[src/rtl/dqs_eye_search.sv]
module dqs_eye_search #(
  parameter int SHIFT_FIRST = 64,
  parameter int SHIFT_LAST  = 95,
  parameter int SHIFT_OFS   = 32,
  parameter int DLY_FIRST   = 1,
  parameter int DLY_LAST    = 63,
  parameter int LANES       = 9,
  parameter int SW          = 8,
  parameter int DW          = 6,
  parameter int STW         = 8,
  parameter int INIT_BIT    = 6,
  parameter int ERRN        = 6,
  parameter logic [STW-1:0] ACK_MASK = 8'h3C,
  parameter int POLL_MAX    = 65535,
  parameter int SETTLE      = 12500,
  localparam int LW = DW + 1,
  localparam int PW = $clog2(POLL_MAX + 1),
  localparam int TW = $clog2(SETTLE + 1)
) (
  input  logic                  clk,
  input  logic                  rst_n,
  input  logic                  cal_req,
  output logic                  ctl_start,
  input  logic                  dll_lock,
  input  logic [STW-1:0]        ctl_status,
  output logic [STW-1:0]        err_ack,
  output logic [SW-1:0]         wr_shift,
  output logic [SW-1:0]         out_shift,
  output logic [LANES*DW-1:0]   lane_dly,
  output logic                  test_go,
  input  logic                  test_done,
  input  logic                  test_pass,
  output logic                  cal_done,
  output logic                  fatal,
  output logic [SW-1:0]         res_shift,
  output logic [DW-1:0]         res_dly,
  output logic [LW-1:0]         res_len
);

  localparam logic [STW-1:0] ERR_BITS = STW'((1 << ERRN) - 1);

  typedef enum logic [3:0] {
    S_IDLE, S_SET, S_ACK, S_START, S_LOCK, S_INIT, S_WAIT, S_TEST, S_DONE, S_FATAL
  } state_t;

  state_t          st;
  logic [SW-1:0]   cur_s, bs;
  logic [DW-1:0]   cur_d, dly, run_st, bst, ben;
  logic [LW-1:0]   run, bl, run_nx;
  logic [PW-1:0]   poll;
  logic [TW-1:0]   tmr;
  logic            fin;
  logic [DW:0]     msum;
  logic            trial_ok;

  assign out_shift = wr_shift + SW'(SHIFT_OFS);
  assign msum      = {1'b0, bst} + {1'b0, ben};
  assign run_nx    = run + LW'(1);
  assign trial_ok  = test_pass && ((ctl_status & ERR_BITS) == '0);

  for (genvar g = 0; g < LANES; g++) begin : g_lane
    assign lane_dly[g*DW +: DW] = dly;
  end

  always_ff @(posedge clk or negedge rst_n) begin
    if (!rst_n) begin
      st <= S_IDLE; cur_s <= '0; cur_d <= '0; fin <= 1'b0;
      run <= '0; run_st <= '0; bl <= '0; bs <= '0; bst <= '0; ben <= '0;
      poll <= '0; tmr <= '0;
      ctl_start <= 1'b0; err_ack <= '0; test_go <= 1'b0;
      wr_shift <= '0; dly <= '0; cal_done <= 1'b0; fatal <= 1'b0;
      res_shift <= '0; res_dly <= '0; res_len <= '0;
    end else begin
      err_ack <= '0;
      test_go <= 1'b0;
      case (st)
        S_IDLE, S_DONE: if (cal_req) begin
          cal_done <= 1'b0;
          res_shift <= '0; res_dly <= '0; res_len <= '0;
          bl <= '0; bs <= '0; bst <= '0; ben <= '0; run <= '0;
          cur_s <= SW'(SHIFT_FIRST); cur_d <= DW'(DLY_FIRST); fin <= 1'b0;
          st <= S_SET;
        end
        S_SET: begin
          ctl_start <= 1'b0;
          if (fin) begin
            wr_shift <= bs; dly <= msum[DW:1];
            res_shift <= bs; res_dly <= msum[DW:1]; res_len <= bl;
          end else begin
            wr_shift <= cur_s; dly <= cur_d;
          end
          st <= S_ACK;
        end
        S_ACK: begin
          err_ack <= ACK_MASK;
          st <= S_START;
        end
        S_START: begin
          ctl_start <= 1'b1;
          poll <= '0;
          st <= S_LOCK;
        end
        S_LOCK: begin
          if (dll_lock) begin
            poll <= '0; st <= S_INIT;
          end else if (poll == PW'(POLL_MAX - 1)) begin
            fatal <= 1'b1; st <= S_FATAL;
          end else poll <= poll + PW'(1);
        end
        S_INIT: begin
          if (ctl_status[INIT_BIT]) begin
            tmr <= '0; st <= S_WAIT;
          end else if (poll == PW'(POLL_MAX - 1)) begin
            fatal <= 1'b1; st <= S_FATAL;
          end else poll <= poll + PW'(1);
        end
        S_WAIT: begin
          if (tmr == TW'(SETTLE - 1)) begin
            if (fin) begin
              cal_done <= 1'b1; st <= S_DONE;
            end else begin
              test_go <= 1'b1; st <= S_TEST;
            end
          end else tmr <= tmr + TW'(1);
        end
        S_TEST: if (test_done) begin
          if (trial_ok) begin
            run <= run_nx;
            if (run == '0) run_st <= cur_d;
            if (run_nx >= bl) begin
              bl  <= run_nx;
              bs  <= cur_s;
              bst <= (run == '0) ? cur_d : run_st;
              ben <= cur_d;
            end
          end else run <= '0;
          if (cur_d == DW'(DLY_LAST)) begin
            cur_d <= DW'(DLY_FIRST);
            run <= '0;
            if (cur_s == SW'(SHIFT_LAST)) fin <= 1'b1;
            else cur_s <= cur_s + SW'(1);
          end else cur_d <= cur_d + DW'(1);
          st <= S_SET;
        end
        default: st <= S_FATAL;
      endcase
    end
  end

  AST_TEST_UNDER_START: assert property (@(posedge clk) disable iff (!rst_n)
    test_go |-> ctl_start);
  AST_ACK_BEFORE_START: assert property (@(posedge clk) disable iff (!rst_n)
    $rose(ctl_start) |-> $past(err_ack) == ACK_MASK);
  AST_SHIFT_MOVE_START_LOW: assert property (@(posedge clk) disable iff (!rst_n)
    !$stable(wr_shift) |-> !ctl_start);
  AST_FATAL_STICKY: assert property (@(posedge clk) disable iff (!rst_n)
    fatal |=> fatal && !cal_done);
  AST_RESULT_HOLD: assert property (@(posedge clk) disable iff (!rst_n)
    cal_done && !cal_req |=> $stable(res_shift) && $stable(res_dly) && $stable(res_len));
  AST_TRIAL_SHIFT_RANGE: assert property (@(posedge clk) disable iff (!rst_n)
    test_go |-> wr_shift >= SW'(SHIFT_FIRST) && wr_shift <= SW'(SHIFT_LAST));

endmodule

[config.mk]
export PLATFORM = sky130hd
export DESIGN_NAME = dqs_eye_search
export DESIGN_NICKNAME = d
export VERILOG_FILES = /design/src/rtl/dqs_eye_search.sv
export SDC_FILE = /design/constraint.sdc
export NUM_CORES = 1
export LEC_CHECK = 0
export BUFFER_PORTS_ARGS = -buffer_cell sky130_fd_sc_hd__buf_2
export CAP_MARGIN = 20
export CELL_PAD_IN_SITES_DETAIL_PLACEMENT = 1
export CELL_PAD_IN_SITES_GLOBAL_PLACEMENT = 1
export CORE_UTILIZATION = 47
export DETAILED_ROUTE_END_ITERATION = 6
export MAX_ROUTING_LAYER = met4
export PLACE_DENSITY = 0.87
export SYNTH_ARGS = -nofsm -noshare
export SYNTH_HDL_FRONTEND = slang
export SYNTH_SLANG_ARGS = --single-unit
[constraint.sdc]
create_clock -name clk -period 4.1 [get_ports clk]
set_clock_uncertainty 0.2 [all_clocks]
set_input_delay 0.41 -clock clk [delete_from_list [all_inputs] [get_ports clk]]
set_output_delay 0.41 -clock clk [all_outputs]
set_load 0.02 [all_outputs]
==> flow_summary.ini, run 1 <==
[status]
outcome = finished clean

[placed_design]
gp_congestion = 0.852
dp_cells = 949
hpwl_um = 12100
numPortBuffers = 111

[power]
switching_share = 0.388
p_seq_frac = 0.358
p_switching_w = 0.00178
irDropWorstVdd_uv = 275
combPwrFrac = 0.327
internal_power_w = 0.00281
power_density_nw_per_um2 = 581
power_frac_clock = 0.315
leakage_nw = 3.75
power_w = 0.00459

[clock_network]
cts_tree = done
cts_buffer_depth = 2
clock-sinks = 129
cts_buffers = 17
post_cts_buffers = 0
cts_root_buf = clkbuf_16
cts.repair.resized = 0
htreeDepth = 4
clk_latency_ns = 0.42
clkTransAtPathRegs_ns = 0.06
cts_hold_buf = 1

[min_path]
hold_class = input port to flop
holdCritStartpoint = dll_lock
whs_path_depth = 4
hold_end = poll[1]

[synth]
synth_top_family_by_area = simple AND/OR/NAND/NOR gates
yosys.area_share.simple = 0.177
synth_seq_cells = 129
synth.area.mux_share = 0.0640
synthAdderAreaFrac = 0.0384
syn-instance-count = 731
synth-async-reset-ratio = 1.00
synth_edf_count = 0
synth-compound-area-share = 0.124
synth.cell_area_um2 = 7040
synth_xor_xnor_area_share = 0.0324
synthFlopType = dfrtp_1
avgSynthCellArea_um2 = 9.62
yosysWarnings = 0
yosysUniqueCellTypes = 64
synth_seq_area_share = 0.459

[global_route]
grt_start_max_net_pins = 75
grt_overflow = 0
grt_pass1_wl_um = 29700
antenna_found_initial = 2
grt_pass1_vias = 5872
grt_util_all_layers = 0.247

[sta]
maxSlewViolCount = 0
rsz0062_at_grt = no
slew_headroom = 0.330
worst_slew_pin_slew_ns = 1.00
setup_tns_ns = 0
hold_violations = 0
min_period_ns = 3.40
fmax_mhz = 294
setup_violations = 0
fin_crit_sh = 0.830

[final_layout]
syn2layout_area_growth_pct = 12.2
drive_above_1_share = 0.211
finish.utilization = 0.541
final_cell_mix = 129 x dfrtp_1, 110 x buf_2, 74 x nand2_1
fin_nets = 820
final_common_cell = dfrtp_1
finalNonFillerCells = 982

[routing]
drc = 0
dr.pass1.iters = 4
wl_per_cell_um = 18.1
drt-initial-drc-count = 311
ant_nets = 0
wirelength_um = 17800
vias = 5591
vias_per_cell = 5.69

[critical_path]
critPathLaunchType = flop
r2r_cells = 10
r2r-start = run[0]
rrSetupSlack_ns = 0.70
arrival_ns = 3.54
required_ns = 4.23
cp-end-kind = flop
cp_max_fo = 20
crit_type = flop to flop
r2r_end = bst[5]

[floorplan]
die_w_um = 124
initial_core_util = 0.482
ios = 117
die_y_um = 124
fp-row-count = 44
die_area_um2 = 15500
core-area_um2 = 14600

[run]
maxCapViolCount = 0
[cells by family after synthesis]
kind of cell,after synthesis
AND/OR/NAND/NOR,244
AO/OA/AOI/OAI,139
flip-flops,129
buffers and inverters,127
multiplexers,44
XOR/XNOR,26
adder cells (fa/ha/maj),21
other,1
[worst max-delay path, cell delays in order, from the launching register on]
cell,delay (ns)
dfrtp_1,0.47
ha_1,0.31
nand3_1,0.12
xor2_1,0.34
inv_1,0.11
ha_1,0.34
nand4_1,0.15
a21o_1,0.21
a31oi_4,0.37
buf_4,0.42
mux2i_1,0.27
[power by group through the flow]
stage	Combinational, W	Clock (W)	Sequential [W]
after floorplan	0.00120	0	0.00170
after global placement	0.00145	0	0.00164
after detailed placement	0.00149	0	0.00167
after CTS	0.00151	0.00147	0.00165
after global routing	0.00162	0.00152	0.00168
final	0.00150	0.00145	0.00164
[synth_stat cells (3+ instances only)]
cell / count / area [µm²]
or3_1: 5 / 31.3
buf_4: 63 / 473
and3_1: 10 / 62.6
nor4_1: 5 / 31.3
nand2_1: 74 / 278
nor4b_1: 5 / 43.8
nor2b_1: 3 / 18.8
nand4_1: 9 / 56.3
nor2_1: 59 / 221
ha_1: 20 / 250
a21oi_1: 43 / 215
nor3_1: 11 / 55.1
clkbuf_1: 19 / 71.3
nand2b_1: 7 / 43.8
inv_1: 38 / 143
buf_2: 4 / 20.0
mux2i_1: 36 / 360
mux2_2: 8 / 90.1
o31ai_1: 10 / 75.1
xnor2_1: 11 / 96.3
or4_1: 9 / 67.6
dfrtp_1: 129 / 3230
a22o_1: 14 / 123
buf_6: 3 / 33.8
xor2_1: 15 / 131
and2_1: 4 / 25.0
o21ai_0: 44 / 220
a21o_1: 4 / 30.0
nand3_1: 21 / 105
and4_1: 4 / 35.0
[stage by stage]
stage | hold slack [ns] | instance area, µm² | setup WS, ns
after global routing | 0.175 | 7900 | 0.435
after floorplan | -0.0856 | 7050 | 1.40
after detailed placement | 0.257 | 7330 | 0.826
final | 0.165 | 7900 | 0.696
after CTS | 0.154 | 7890 | 0.666
after global placement | 0.247 | 7330 | 0.994
[registers in the layout, indices dropped and copies added (netlist names), 8 cells and up]
name	count
poll	16
tmr	14
bs	8
cur_s	8
res_shift	8
wr_shift	8
[layer usage]
| metal | global-route usage | share of wire | up-vias |
|---|---|---|---|
| li1 | - | - | 2602 |
| met1 | 0.285 | 0.42 | 2787 |
| met2 | 0.418 | 0.51 | 162 |
| met3 | 0.0576 | 0.045 | 40 |
| met4 | 0.0921 | 0.022 | 0 |
| met5 | - | 0 | - |
[cell type report]
cell class                 instances  area [µm²]
antenna                            2        5.00
multi-input combinational        478        3100
clock buffer                      24         472
fill                            1679        6690
sequential                       129        3230
inverter                          38         143
timing repair buffer             121         636
clock inverter                     6        82.6
tap                              184         230
[how the worst max path moves through the flow]
stage	start	to	slack, ns	cells past startpoint
global placement	run[0]	bs[1]	0.99	10
floorplan	run[0]	bl[0]	1.40	11
finish	run[0]	bst[5]	0.70	10
detailed placement	run[0]	bs[2]	0.83	10
global route	run[0]	bs[2]	0.43	10
CTS	run[0]	bs[0]	0.67	10
No activity file was read; power rests on OpenSTA's default activity.
==> run 2: changes to the inputs <==
Settings changed: ABC_AREA set to 1, CORE_UTILIZATION 47 to 38, PLACE_DENSITY 0.87 to 0.78.
Clock period 4.1 ns to 2.9 ns, I/O delays scaled along.
==> run 2 against run 1 <==
Net effect:
- sequential share of layout area is 2.8 points lower
- combinational power is 88% higher
- non-clock buffer count is 8 higher
- register-to-register slack worse by 0.46 ns
- clock power is 49% higher
- critical path type unchanged
- largest power group is now combinational logic
==> flow_summary.ini, run 2 <==
[sta]
min_period_ns = 2.66
hold_violations = 0
setup_violations = 0
fmax_mhz = 375
fin_crit_sh = 0.919
maxSlewViolCount = 0

[power]
p_switching_w = 0.00322
switching_share = 0.441
power_density_nw_per_um2 = 861
power_frac_clock = 0.296
internal_power_w = 0.00408
p_seq_frac = 0.317
combPwrFrac = 0.387
power_w = 0.00730
irDropWorstVdd_uv = 434
leakage_nw = 4.32

[placed_design]
place_area_um2 = 7850
hpwl_um = 14500
gp_congestion = 0.840
numPortBuffers = 111

[clock_network]
clock-sinks = 129
cts_tree = done
cts_buffer_depth = 2
clkTransAtPathRegs_ns = 0.07
htreeDepth = 4
cts_root_buf = clkbuf_16
post_cts_buffers = 0
cts_buffers = 17
clk_latency_ns = 0.42

[synth]
synth_seq_area_share = 0.436
yosysUniqueCellTypes = 41
synth.cell_area_um2 = 7410
avgSynthCellArea_um2 = 7.75
synth_seq_cells = 129
synth_top_area_cell = dfrtp_1
yosysMostFrequentCell = nand2_1
synth_edf_count = 0
synth_top_area_frac = 0.436
synth.area.top_cells = dfrtp_1 44%, nand2_1 12%, buf_4 6.6%, inv_1 5.1%, nor2_1 4.5%
yosys-top-cells-count = 245 x nand2_1, 129 x dfrtp_1, 101 x inv_1
syn-instance-count = 956
synth-async-reset-ratio = 1.00
synthFlopType = dfrtp_1
yosysWarnings = 0

[final_layout]
final_cell_mix = 245 x nand2_1, 129 x dfrtp_1, 110 x buf_2
largest_register_ffs = 16
largestRegisters = poll: 16 flops, tmr: 14 flops
fin_area_um2 = 8480
fin_nets = 1055
diodes = 0
drive_above_1_share = 0.185
final_common_cell = nand2_1
top_register = poll
syn2layout_area_growth_pct = 14.4

[global_route]
grt_pass1_wl_um = 33000
grt_pass1_vias = 6705
grt_overflow = 0
grt_start_max_net_pins = 52
grt_util_all_layers = 0.214
antenna_found_initial = 0

[routing]
wirelength_um = 19700
vias_per_cell = 4.95
vias = 6396
wl_per_cell_um = 15.3
dr.pass1.iters = 4
drc = 0
ant_nets = 0
drt-initial-drc-count = 273

[critical_path]
required_ns = 3.00
critPathMostFrequentCell = nand2_1
worst_path_max_delay_cell = dfrtp_1
cpPeakStageDelay_ns = 0.37
path_cells = ha_1 > nand3_1 > nor2_2 > nand3_1 > nand2_1 > inv_1 > ha_1 > nand2_1 > nor2_1 > nand4_1 > nand4_2 > nand3_4 > buf_12 > nand2_1 > nand2_1
cp_num_buf_inv = 2
critPathTopFamily = simple AND/OR/NAND/NOR gates
r2r_cells = 15
rrSetupSlack_ns = 0.24
r2r_end = ben[5]
arrival_ns = 2.76
r2r-start = run[1]
critPathLaunchType = flop
crit_type = flop to flop
cp-end-kind = flop
cp_max_fo = 21

[floorplan]
die_y_um = 142
fp-row-count = 50
core-area_um2 = 18900
initial_core_util = 0.392
die_area_um2 = 20100
ios = 117
die_w_um = 142

[min_path]
hold_class = input port to flop
whs_path_depth = 3
holdCritStartpoint = dll_lock
hold_end = poll[1]

[status]
outcome = finished clean

[run]
maxCapViolCount = 0
[run 2: cell count changes after synthesis, sizes merged, moves of 23 or more]
cell	before	now
a21oi	43	20
inv	38	109
mux2i	36	0
nand2	74	251
nand3	21	62
nand4	10	39
nor2	59	96
o21ai	46	74
[run 2: how the worst max path moves through the flow]
stage	to	slack, ns	start	cells past startpoint
2_1_floorplan	ben[1]	0.47	run[0]	15
5_1_grt	ben[5]	-0.02	run[1]	15
3_5_place_dp	bst[0]	0.20	run[1]	15
6_report	ben[5]	0.24	run[1]	15
4_1_cts	ben[5]	0.15	run[1]	15
3_3_place_gp	bs[6]	0.29	run[1]	15
[run 2: kinds of logic after synthesis]
| group | count (synthesis) | synth area share |
|---|---|---|
| AND/OR/NAND/NOR | 473 | 0.282 |
| buffers and inverters | 197 | 0.137 |
| flip-flops | 129 | 0.436 |
| AO/OA/AOI/OAI | 121 | 0.0920 |
| adder cells (fa/ha/maj) | 21 | 0.0365 |
| XOR/XNOR | 14 | 0.0165 |
| other | 1 | 0.000506 |
[run 2: area by class of cell]
class                           instances  area, µm²
Clock inverter                         15        165
Clock buffer                           17        425
Inverter                              110        413
Sequential cell                       129       3230
Tap cell                              260        325
Timing Repair Buffer                  129        736
Multi-Input combinational cell        633       3190
Fill cell                            2378      10400
[run 2: power by group through the flow]
stage	sequential [W]	clock, W	combinational, W
after floorplan	0.00238	0	0.00214
after global placement	0.00233	0	0.00272
after detailed placement	0.00235	0	0.00278
after CTS	0.00232	0.00221	0.00280
after global routing	0.00236	0.00228	0.00311
final	0.00232	0.00216	0.00282
[run 2: stage by stage]
stage	util	hold slack, ns	setup slack (ns)	TNS (ns)	cells
2_1_floorplan	-	-0.206	0.468	0	959
3_3_place_gp	0.415	0.0569	0.288	0	1259
3_5_place_dp	0.415	0.0640	0.195	0	1259
4_1_cts	0.447	0.00521	0.153	0	1292
5_1_grt	0.449	0.0103	-0.0162	-0.0208	1293
6_report	0.449	0.0164	0.236	0	1293
[run 2: worst register-to-register path, cell delays in order, from the launching register on]
cell and delay, ns:
dfrtp_1 0.37, ha_1 0.19, nand3_1 0.13, nor2_2 0.13, nand3_1 0.08, nand2_1 0.10, inv_1 0.06, ha_1 0.29
nand2_1 0.08, nor2_1 0.13, nand4_1 0.14, nand4_2 0.17, nand3_4 0.15, buf_12 0.21, nand2_1 0.08, nand2_1 0.06
[run 2: metal layers]
metal  GRT usage  part of all wire  routed length (µm)
met5           -                 0                   0
met4      0.0470            0.0081                 160
met3      0.0364             0.018                 360
met2       0.358              0.51               10000
met1       0.271              0.47                9210
[run 2: repair_timing]
item                                    in CTS  in global routing
hold endpoints to repair                    47                  0
hold buffers                                 1                  0
endpoints found under the setup margin       0                 21
gates resized for setup                      0                  3
